[config.mk]
export PLATFORM = sky130hd
export DESIGN_NAME = rtc_irq_status
export DESIGN_NICKNAME = d
export VERILOG_FILES = /design/src/rtl/rtc_irq_pkg.sv /design/src/rtl/rtc_tap_edge.sv /design/src/rtl/rtc_flag_bank.sv /design/src/rtl/rtc_reg_read.sv /design/src/rtl/rtc_irq_status.sv
export SDC_FILE = /design/constraint.sdc
export NUM_CORES = 1
export LEC_CHECK = 0
export BUFFER_PORTS_ARGS = -buffer_cell sky130_fd_sc_hd__buf_2
export CAP_MARGIN = 20
export CORE_MARGIN = 4
export CORE_UTILIZATION = 38
export CTS_BUF_LIST = sky130_fd_sc_hd__clkbuf_16
export DETAILED_ROUTE_END_ITERATION = 12
export PLACE_DENSITY = 0.77
export SYNTH_ARGS = -nofsm -noshare
export SYNTH_HDL_FRONTEND = slang
export SYNTH_SLANG_ARGS = --single-unit
[constraint.sdc]
create_clock -name clk -period 4.05 [get_ports clk]
set_clock_uncertainty 0.15 [all_clocks]
set_input_delay 0.6075 -clock clk [delete_from_list [all_inputs] [get_ports clk]]
set_output_delay 0.6075 -clock clk [all_outputs]
set_load 0.01 [all_outputs]
[src/rtl/rtc_irq_pkg.sv]
// Package: shared widths, register selects and flag positions for the
// RTC interrupt unit. Flag vector index order matches status bits 6..4.
package rtc_irq_pkg;
    localparam int RATE_W   = 4;
    localparam int NUM_TAPS = (1 << RATE_W) - 1;
    localparam int FLAG_N   = 3;
    localparam int DATA_W   = 8;
    localparam int SEL_W    = 1;

    localparam logic [SEL_W-1:0] SEL_STATUS = 1'b0;
    localparam logic [SEL_W-1:0] SEL_VALID  = 1'b1;

    // flag vector indices (status bit = 4 + index)
    localparam int F_UPD = 0;
    localparam int F_ALM = 1;
    localparam int F_PER = 2;
endpackage

[src/rtl/rtc_tap_edge.sv]
// Module: picks one divider tap by the rate field and turns its rising
// edge into a one-cycle pulse. Assumes taps are synchronous to clk.
// A rate of zero selects a constant 0, so no event is produced.
module rtc_tap_edge
    import rtc_irq_pkg::*;
(
    input  logic                clk,
    input  logic                rst_n,
    input  logic [NUM_TAPS-1:0] taps,
    input  logic [RATE_W-1:0]   rate,
    output logic                pulse
);
    logic [NUM_TAPS:0] tap_ext;
    logic              tap_now;
    logic              tap_prev;

    // Tap mux: index 0 is the forced-off position.
    always_comb begin
        tap_ext = {taps, 1'b0};
        tap_now = tap_ext[rate];
    end

    // Remember last cycle's selected tap level.
    always_ff @(posedge clk) begin
        if (!rst_n) tap_prev <= 1'b0;
        else        tap_prev <= tap_now;
    end

    // Rising-edge pulse.
    assign pulse = tap_now & ~tap_prev;
endmodule

[src/rtl/rtc_flag_bank.sv]
// Module: sticky event flags plus the registered masked summary.
// A clear and a same-cycle event resolve to set (event wins).
module rtc_flag_bank
    import rtc_irq_pkg::*;
(
    input  logic              clk,
    input  logic              rst_n,
    input  logic [FLAG_N-1:0] events,
    input  logic [FLAG_N-1:0] enables,
    input  logic              clear,
    output logic [FLAG_N-1:0] flags,
    output logic              summary
);
    logic [FLAG_N-1:0] flags_d;

    // One sticky bit per event source.
    for (genvar i = 0; i < FLAG_N; i++) begin : g_flag
        // Next value: keep unless cleared, then OR the new event.
        always_comb flags_d[i] = (flags[i] & ~clear) | events[i];

        // Flag storage with synchronous reset.
        always_ff @(posedge clk) begin
            if (!rst_n) flags[i] <= 1'b0;
            else        flags[i] <= flags_d[i];
        end
    end

    // Summary tracks next-state flags masked by the enables.
    always_ff @(posedge clk) begin
        if (!rst_n) summary <= 1'b0;
        else        summary <= |(flags_d & enables);
    end
endmodule

[src/rtl/rtc_reg_read.sv]
// Module: registered read port. Captures the selected register on a
// strobe and holds it otherwise. Validity source is a live level with
// no reset dependence.
module rtc_reg_read
    import rtc_irq_pkg::*;
(
    input  logic              clk,
    input  logic              rst_n,
    input  logic              rd_stb,
    input  logic [SEL_W-1:0]  rd_sel,
    input  logic              summary,
    input  logic [FLAG_N-1:0] flags,
    input  logic              batt_good,
    output logic [DATA_W-1:0] rd_data,
    output logic              clear
);
    localparam int PAD_LO = DATA_W - 1 - FLAG_N;

    logic [DATA_W-1:0] status_word;
    logic [DATA_W-1:0] valid_word;

    // Assemble both register images.
    always_comb begin
        status_word = {summary, flags, {PAD_LO{1'b0}}};
        valid_word  = {batt_good, {(DATA_W-1){1'b0}}};
    end

    // Status read requests a flag clear at this edge.
    assign clear = rd_stb && (rd_sel == SEL_STATUS);

    // Read data register.
    always_ff @(posedge clk) begin
        if (!rst_n)      rd_data <= '0;
        else if (rd_stb) rd_data <= (rd_sel == SEL_STATUS) ? status_word : valid_word;
    end
endmodule

[src/rtl/rtc_irq_status.sv]
// Module: top of the RTC interrupt unit. Wires the tap edge detector,
// the flag bank and the read port, and drives the active-low pin.
// Assumes all inputs are synchronous to clk.
module rtc_irq_status
    import rtc_irq_pkg::*;
(
    input  logic                clk,
    input  logic                rst_n,
    input  logic [NUM_TAPS-1:0] div_taps,
    input  logic [RATE_W-1:0]   rate_sel,
    input  logic                alarm_hit,
    input  logic                update_done,
    input  logic                en_periodic,
    input  logic                en_alarm,
    input  logic                en_update,
    input  logic                rd_stb,
    input  logic [SEL_W-1:0]    rd_sel,
    input  logic                batt_good,
    output logic [DATA_W-1:0]   rd_data,
    output logic                irq_n
);
    logic              tap_event;
    logic [FLAG_N-1:0] evt_vec;
    logic [FLAG_N-1:0] en_vec;
    logic [FLAG_N-1:0] flags;
    logic              summary;
    logic              clear;

    rtc_tap_edge u_tap (
        .clk   (clk),
        .rst_n (rst_n),
        .taps  (div_taps),
        .rate  (rate_sel),
        .pulse (tap_event)
    );

    // Pack events and enables in flag index order.
    always_comb begin
        evt_vec        = '0;
        en_vec         = '0;
        evt_vec[F_PER] = tap_event;
        evt_vec[F_ALM] = alarm_hit;
        evt_vec[F_UPD] = update_done;
        en_vec[F_PER]  = en_periodic;
        en_vec[F_ALM]  = en_alarm;
        en_vec[F_UPD]  = en_update;
    end

    rtc_flag_bank u_flags (
        .clk     (clk),
        .rst_n   (rst_n),
        .events  (evt_vec),
        .enables (en_vec),
        .clear   (clear),
        .flags   (flags),
        .summary (summary)
    );

    rtc_reg_read u_read (
        .clk       (clk),
        .rst_n     (rst_n),
        .rd_stb    (rd_stb),
        .rd_sel    (rd_sel),
        .summary   (summary),
        .flags     (flags),
        .batt_good (batt_good),
        .rd_data   (rd_data),
        .clear     (clear)
    );

    // Active-low request pin.
    assign irq_n = ~summary;
endmodule

---- Word-level counts from Yosys, hierarchy flattened ----
Cells that the tools add are included.
operators by class
  add/sub/neg operators ................... 0
  multipliers ............................. 0
  divide/modulo/power cells ............... 0
  $lt $le $gt $ge ......................... 1
  eq/ne operators ......................... 0
  shift-type cells ........................ 0
  mux-type cells .......................... 3
  bitwise logic cells ..................... 12
  reductions and logical operators ........ 2
operators with widths
  operator              count
  $mux W8               1
  $lt A4 B5 Y1 const B  1
  $and A1 B1 Y1         4
  $bmux W1 S4           1
  $not A1 Y1            4
  $and A3 B3 Y3         1
  $or A1 B1 Y1          3
  $reduce_or A3 Y1      1
  $logic_and A1 B1 Y1   1
  $mux W1               1
storage, ports and cells
  bits in registers ....................... 13
  latch bits .............................. 0
  bits in writable memories ............... 0
  bits in read-only memories .............. 0
  input bits .............................. 29
  word-level logic and storage cells ...... 24
  memories ................................ 0

---- Logic depth before layout (Yosys ltp) ----
Gate-level depths: netlist of run 1.
  depth after elaboration ................. 7
  depth in mapped cells ................... 6
  mapped depth without buffers ............ 5

---- Hierarchy ----
A second synthesis of run 1 with hierarchy kept.
second synthesis, totals
  cells, all modules ...................... 60
  area, all modules ....................... 575.6 um^2
by module, submodules not included
  module          times used  cells each  area an instance (um^2)
  rtc_reg_read    1           23          229.0
  rtc_tap_edge    1           24          201.4
  rtc_flag_bank   1           12          141.4
  rtc_irq_status  1           1           3.8

---- Least setup slack after synthesis of run 1 ----
OpenSTA, ideal clock, no wires.
  kind .................................... input port to flip-flop
  start point ............................. in rate_sel[2]
  end point ............................... reg u_flags.summary
  data arrival time ....................... 1.762 ns
  data required time ...................... 3.785 ns
  path slack .............................. 2.023 ns
  stages on the path ...................... 6
  path buffers ............................ 1
  path through ............................ buf_2 mux2_2 or3_1 nand4_1 a31oi_1 o21a_1
on the way
  cells in the longest elaborated chain, start to end .. 6
ends and longest elaborated chain
  item                           line                  text
  start: declaration             rtc_irq_status.sv:10  input logic [RATE_W-1:0] rate_sel,
  $bmux W1 S4                    rtc_tap_edge.sv:20    tap_now = tap_ext[rate];
  $mux W1 (implied by the code)  rtc_tap_edge.sv:20
  $and A1 B1 Y1                  rtc_tap_edge.sv:30    assign pulse = tap_now & ~tap_prev;
  $or A1 B1 Y1                   rtc_flag_bank.sv:19   always_comb flags_d[i] = (flags[i] & ~clear) | events[i];
  $and A3 B3 Y3                  rtc_flag_bank.sv:31   else summary <= |(flags_d & enables);
  $reduce_or A3 Y1               rtc_flag_bank.sv:31
  end signal: assignment         rtc_flag_bank.sv:31
  end: declaration               rtc_flag_bank.sv:12   output logic summary
Every way passes these cells. The select of a mux whose other input is x is not followed.
A chain may end at the register's enable or synchronous reset.

---- Final worst setup path of run 1 ----
Same ends and word-level chain as after synthesis.

==> impl_results.md, run 1 <==
* Status: completed
* Min cycle time layout at 1.90 ns
* Crit start category: input port
* CTS max path bufs at 2
* Hold Crit Class: reg2reg
* Die W at 45.7 µm
* Sequential cell area fraction in the yosys report at 33.3%
* Vias in the first global route at 538
* Buf/Inv on CP at 1
* Crit share post-route at 46.8%
* Final setup violation count at 0
* Tot GR Track Use at 14.2%
* Adder-cell share of the synthesized area at 0%
* Final Slew Violations at 0
* Synthesis-to-layout area growth at 43.5%
* Largest net degree at the start of global routing at 10
* Row cnt at 13
* Routed wire length at 1.29 mm
* Fin. Hold Viols at 0
* Vias/cell at 4.90
* FF+latch count, synth at 9
* Root buffer cell: clkbuf_16
* Worst path max stage delay at 0.34 ns
* WP data required at 4.02 ns
* Critical Path Sink Type: register
* Main combinational cell family by area after synthesis: simple AND/OR/NAND/NOR gates
* Synth Area in XOR/XNOR at 0%
* CTS Buf Count at 3
* Critical path type: in2reg
* Complex-gate fraction of the synthesized area at 19.0%
* Max-cap viol count at 0
* I/O pin cnt at 38
* Commonest non-fill, non-tap cell in the layout: buf_2
* Initial core utilization at 41.0%
* Avg Inst Size Synth at 8.72 µm²
* RSZ-0062 raised after global routing: no
* Die area at 2090 µm²
* Fmax at 0.528 GHz
* Most frequent cells in the layout: buf_2 (33), dfxtp_1 (9), a21oi_1 (6)
* # DRC at 0
* DR pass1 iterations at 4
* CTS tree: built
* Setup Fix Bufs, Post-CTS at 0
* Post-route ant nets at 0
* Die Height at 45.7 µm
* CP Cell Sequence: buf_2 -> mux2_2 -> or3_1 -> nand4_1 -> a31oi_1 -> o21a_1
* Worst-path fanout max at 7
* Initial antenna violation count at 0
* Post-CTS sizing at 0
* DP HPWL at 1.07 mm
* Fin Setup TNS at 0 ns
* RePlAce Congestion at 0.821
* Remaining Overflow, GRT at 0
* Post-Synthesis Cell Area at 541 µm²
* CTS Hold Bufs at 0
* Mapped Cells at 62
* DR iter-0 viols at 2
* Routed length per instance at 11.6 µm
* Pwr dens at 409 nW/µm²
* Synth Warn # at 0
* Share of layout cells above drive strength 1 at 41.7%
* Clock-pin slew on the worst setup and hold paths at 0.04 ns
* Slowest-stage cell, CP: mux2_2
* Core area at 1320 µm²
* Leakage at 0.386 nW
* Mux cell area share after synthesis at 16.7%
* Unique masters post-synth at 25
* First-pass GRT wire length at 2.08 mm
* Clock Latency Late Sink at 0.23 ns
* Clock sink total at 9
* Layout Nets at 126
* Synth Area in Simple Gates at 20.4%
* Dpl ws at 1.91 ns
* Final worst slack at 2.15 ns
* Port bufs at 33
* Fill cells at 120
* Max IR drop VDD at 0.000362 V
* H-tree depth at 1
* Top cell family by delay on the critical path: simple AND/OR/NAND/NOR gates
* Via count at 544
* CP arrival at 1.87 ns
* Antenna Cells at 0
per-layer routing:
| metal | global-route usage (%) | part of all wire (%) | vias to the layer above |
|---|---|---|---|
| met5 | 0 | 0 | - |
| met4 | 7.95 | 0 | 0 |
| met3 | 5.93 | 4.8 | 0 |
| met2 | 24.2 | 56 | 13 |
| met1 | 14.4 | 39 | 246 |
| li1 | - | - | 285 |
power breakdown:
part | internal [W] | leakage [nW] | switching, W | total [W]
registers | 0.0000953 | 0.0744 | 0.00000286 | 0.0000981
clock network | 0.000129 | 0.0423 | 0.0000412 | 0.000170
logic | 0.0000262 | 0.270 | 0.0000228 | 0.0000490
total | 0.000250 | 0.386 | 0.0000669 | 0.000317
metrics by stage:
step	instances	hold WS (ns)	power [W]	utilization, %	cell area, µm²
after floorplan	65	0.310	0.000131	-	552
after global placement	107	0.302	0.000147	52.9	697
after detailed placement	107	0.307	0.000149	52.9	697
after CTS	111	0.315	0.000322	58.9	776
after global routing	111	0.336	0.000333	58.9	776
final	111	0.312	0.000317	58.9	776
cells by family after synthesis:
family / after synthesis
compound gates: 15
buf+inv: 10
flops: 9
mux: 7
other cells: 1
simple gates: 20
worst reg2reg max path, stage by stage, from the launching register on:
cell and delay, ns:
dfxtp_1 0.30, a2111o_1 0.37, a31oi_1 0.16, o21a_1 0.13
worst paths after layout:
| path | start | cells past startpoint | endpoint | slack, ns |
|---|---|---|---|---|
| worst max-delay path | rate_sel[2] | 6 | u_flags.summary | 2.15 |
| worst min-delay path | u_read.rd_data[4] | 2 | u_read.rd_data[4] | 0.31 |
| worst max register to register | u_tap.tap_prev | 3 | u_flags.summary | 2.89 |
| worst min register to register | u_read.rd_data[4] | 2 | u_read.rd_data[4] | 0.31 |
state kept, by name, indices dropped and copies added, names as in the netlist:
| signal | count |
|---|---|
| u_flags.flags | 3 |
| u_flags.summary | 1 |
| u_read.rd_data | 4 |
| u_tap.tap_prev | 1 |
synth_stat cells:
cell / instances / area (µm²)
or3_1: 1 / 6.26
inv_1: 4 / 15.0
nand2b_1: 4 / 25.0
a21oi_1: 6 / 30.0
a31oi_1: 3 / 18.8
a2bb2oi_1: 1 / 8.76
nand4_1: 2 / 12.5
mux2i_1: 3 / 30.0
buf_2: 1 / 5.00
a211oi_1: 1 / 7.51
buf_4: 4 / 30.0
nor2b_1: 2 / 12.5
nand3_1: 1 / 5.00
mux2_2: 3 / 33.8
nand3b_1: 3 / 22.5
clkbuf_1: 1 / 3.75
mux4_1: 1 / 26.3
dfxtp_1: 9 / 180
a2111o_1: 1 / 11.3
nor2_1: 4 / 15.0
a211o_2: 1 / 10.0
a22o_1: 1 / 8.76
nand2_1: 3 / 11.3
o21a_1: 1 / 7.51
conb_1: 1 / 3.75
area by class of cell:
cell class,count,area (µm²),share of cell area (%)
sequential,9,180,23.2
clock buffer,3,75.1,9.68
timing repair buffer,33,165,21.3
multi-input combinational,46,318,41.0
clock inverter,1,3.75,0.484
tap,15,18.8,2.42
inverter,4,15.0,1.94
Power figures use the tool's default switching activity.
==> inputs of run 2 (changes only) <==
==> constraint.sdc (replaced) <==
create_clock -name clk -period 1.87 [get_ports clk]
set_clock_uncertainty 0.15 [all_clocks]
set_input_delay 0.2805 -clock clk [delete_from_list [all_inputs] [get_ports clk]]
set_output_delay 0.2805 -clock clk [all_outputs]
set_load 0.01 [all_outputs]
==> run 2 against run 1 <==
Effect of this change:
- via count fell by 0.37%
- combinational power up 110%
- global-route usage decreased by 0.38 points
- sequential share of layout area unchanged
- critical path depth did not move
==> impl_results.md, run 2 (synthesis gave the netlist of run 1 again) <==
* Status: completed
* Hold Crit Depth at 2 (unchanged)
* Routed wire length at 1.24 mm (-4.4%)
* Clock sink total at 9 (unchanged)
* # DRC at 0 (unchanged)
* R2R cell count at 4 (+1)
* Net Switching at 0.000140 W (+110%)
* Worst hold slack at 0.119 ns (-0.193 ns)
* First-pass GRT wire length at 2.02 mm (-3.0%)
* DP HPWL at 1.02 mm (-4.5%)
* Most frequent cells in the layout: buf_2 (33), dfxtp_1 (9), a21oi_1 (6)
* Sequential Power Share at 31.2% (+0.3 points)
* Share of layout cells above drive strength 1 at 41.7% (unchanged)
* Die area at 2090 µm² (unchanged)
* Final Slew Violations at 0 (unchanged)
* Pwr dens at 879 nW/µm² (+120%)
* Fmax at 0.649 GHz
* Tot GR Track Use at 13.8% (-0.38 points)
* Root buffer cell: clkbuf_16
* Vias/cell at 4.88 (-0.37%)
* CTS max path bufs at 2 (unchanged)
* CTS Hold Bufs at 0 (unchanged)
* WP data required at 1.84 ns (-2.18 ns)
* Sw Ratio at 20.6% (-0.51 points)
* Crit start category: input port
* CTS Buf Count at 3 (unchanged)
* Initial antenna violation count at 0 (unchanged)
* Reg area at 180 µm² (unchanged)
* Synthesis-to-layout area growth at 43.5% (unchanged)
* Routed length per instance at 11.1 µm (-4.4%)
* H-tree depth at 1 (unchanged)
* Remaining Overflow, GRT at 0 (unchanged)
* Leakage at 0.386 nW (unchanged)
* Commonest non-fill, non-tap cell in the layout: buf_2
* Port bufs at 33 (unchanged)
* Worst path max stage delay at 0.56 ns (+0.22 ns)
* Post-route ant nets at 0 (unchanged)
* DR iter-0 viols at 5 (+3)
* Critical Path Sink Type: register
* Clock Latency Late Sink at 0.23 ns (about the same)
* Dpl ws at 0.0837 ns (-1.82 ns)
* Comb pwr share at 15.3% (-0.2 points)
* Clock-pin slew on the worst setup and hold paths at 0.04 ns (about the same)
* Top reg by flops: u_read.rd_data
* DR pass1 iterations at 4 (unchanged)
* Antenna Cells at 0 (unchanged)
* Fill cells at 128 (+6.7%)
* Largest register FFs at 4 (unchanged)
* I/O pin cnt at 38 (unchanged)
* Critical path type: in2reg
* Largest regs: u_read.rd_data (4), u_flags.flags (3)
* Slowest-stage cell, CP: mux4_1
* Final setup violation count at 0 (unchanged)
* Setup Fix Bufs, Post-CTS at 0 (unchanged)
* Die W at 45.7 µm (unchanged)
* Layout Utilization at 58.9% (unchanged)
* Fin Setup TNS at 0 ns (unchanged)
* Max IR drop VDD at 0.000551 V (+52%)
* Layout Nets at 126 (unchanged)
* Min cycle time layout at 1.54 ns
* Largest net degree at the start of global routing at 10 (unchanged)
* Initial core utilization at 41.0% (unchanged)
* CP Cell Sequence: buf_2 -> mux4_1 -> nor2b_1 -> a2111o_1 -> a31oi_1 -> o21a_1
* Hold Crit Class: in2reg
* Die Height at 45.7 µm (unchanged)
* Max-cap viol count at 0 (unchanged)
* CTS tree: built
* Internal at 0.000542 W (+120%)
* RSZ-0062 raised after global routing: no
* RePlAce Congestion at 0.785 (-4.4%)
* CP arrival at 1.52 ns (-0.35 ns)
* Worst-path fanout max at 5 (-2)
* Row cnt at 13 (unchanged)
* Crit share post-route at 82.5%
* Final worst slack at 0.328 ns (-1.83 ns)
* Vias in the first global route at 514 (-4.5%)
* Core area at 1320 µm² (unchanged)
* Post-CTS sizing at 0 (unchanged)
* Fin. Hold Viols at 0 (unchanged)
* Multi-input gate area at 318 µm² (unchanged)
* Clock power frac at 53.5% (about the same)
* Via count at 542 (-0.37%)
run 2: area by class of cell:
cell class,instances,share of cell area (%)
clock inverters,1,0.484
well taps,15,2.42
repair buffers,33,21.3
flip-flops and latches,9,23.2
inverters,4,1.94
multi-input cells,46,41.0
clock buffers,3,9.68
run 2: per-stage QoR:
stage                     instance area, µm²  power (W)  std cells
final                                    776   0.000682        111
after global routing                     776   0.000713        111
after CTS                                776   0.000692        111
after floorplan                          552   0.000283         65
after detailed placement                 697   0.000320        107
after global placement                   697   0.000319        107
run 2: worst paths after layout:
kind	startpoint	end	slack, ns
worst max register to register	u_flags.flags[0]	u_flags.summary	0.72
worst max-delay path	rate_sel[0]	u_flags.summary	0.33
worst min register to register	u_read.rd_data[6]	u_read.rd_data[6]	0.31
worst min-delay path	rst_n	u_flags.summary	0.12
run 2: power by group through the flow:
stage                     Sequential [W]  Clock, W  Combinational (W)
after floorplan                 0.000216         0          0.0000664
after global placement          0.000215         0           0.000103
after detailed placement        0.000216         0           0.000105
after CTS                       0.000213  0.000374           0.000105
after global routing            0.000214  0.000378           0.000120
final                           0.000213  0.000365           0.000105
run 2: metal layers:
layer | global-route usage, % | routed length [µm] | vias up
met5 | 0 | 0 | -
met4 | 9.66 | 25 | 0
met3 | 5.53 | 74 | 2
met2 | 20.9 | 669 | 13
met1 | 15.6 | 466 | 242
li1 | - | - | 285
run 2: critical path, delay by kind of cell:
kind | cells | cell delay [ns]
buf+inv | 1 | 0.13
compound gates | 3 | 0.38
mux | 1 | 0.56
simple gates | 1 | 0.17
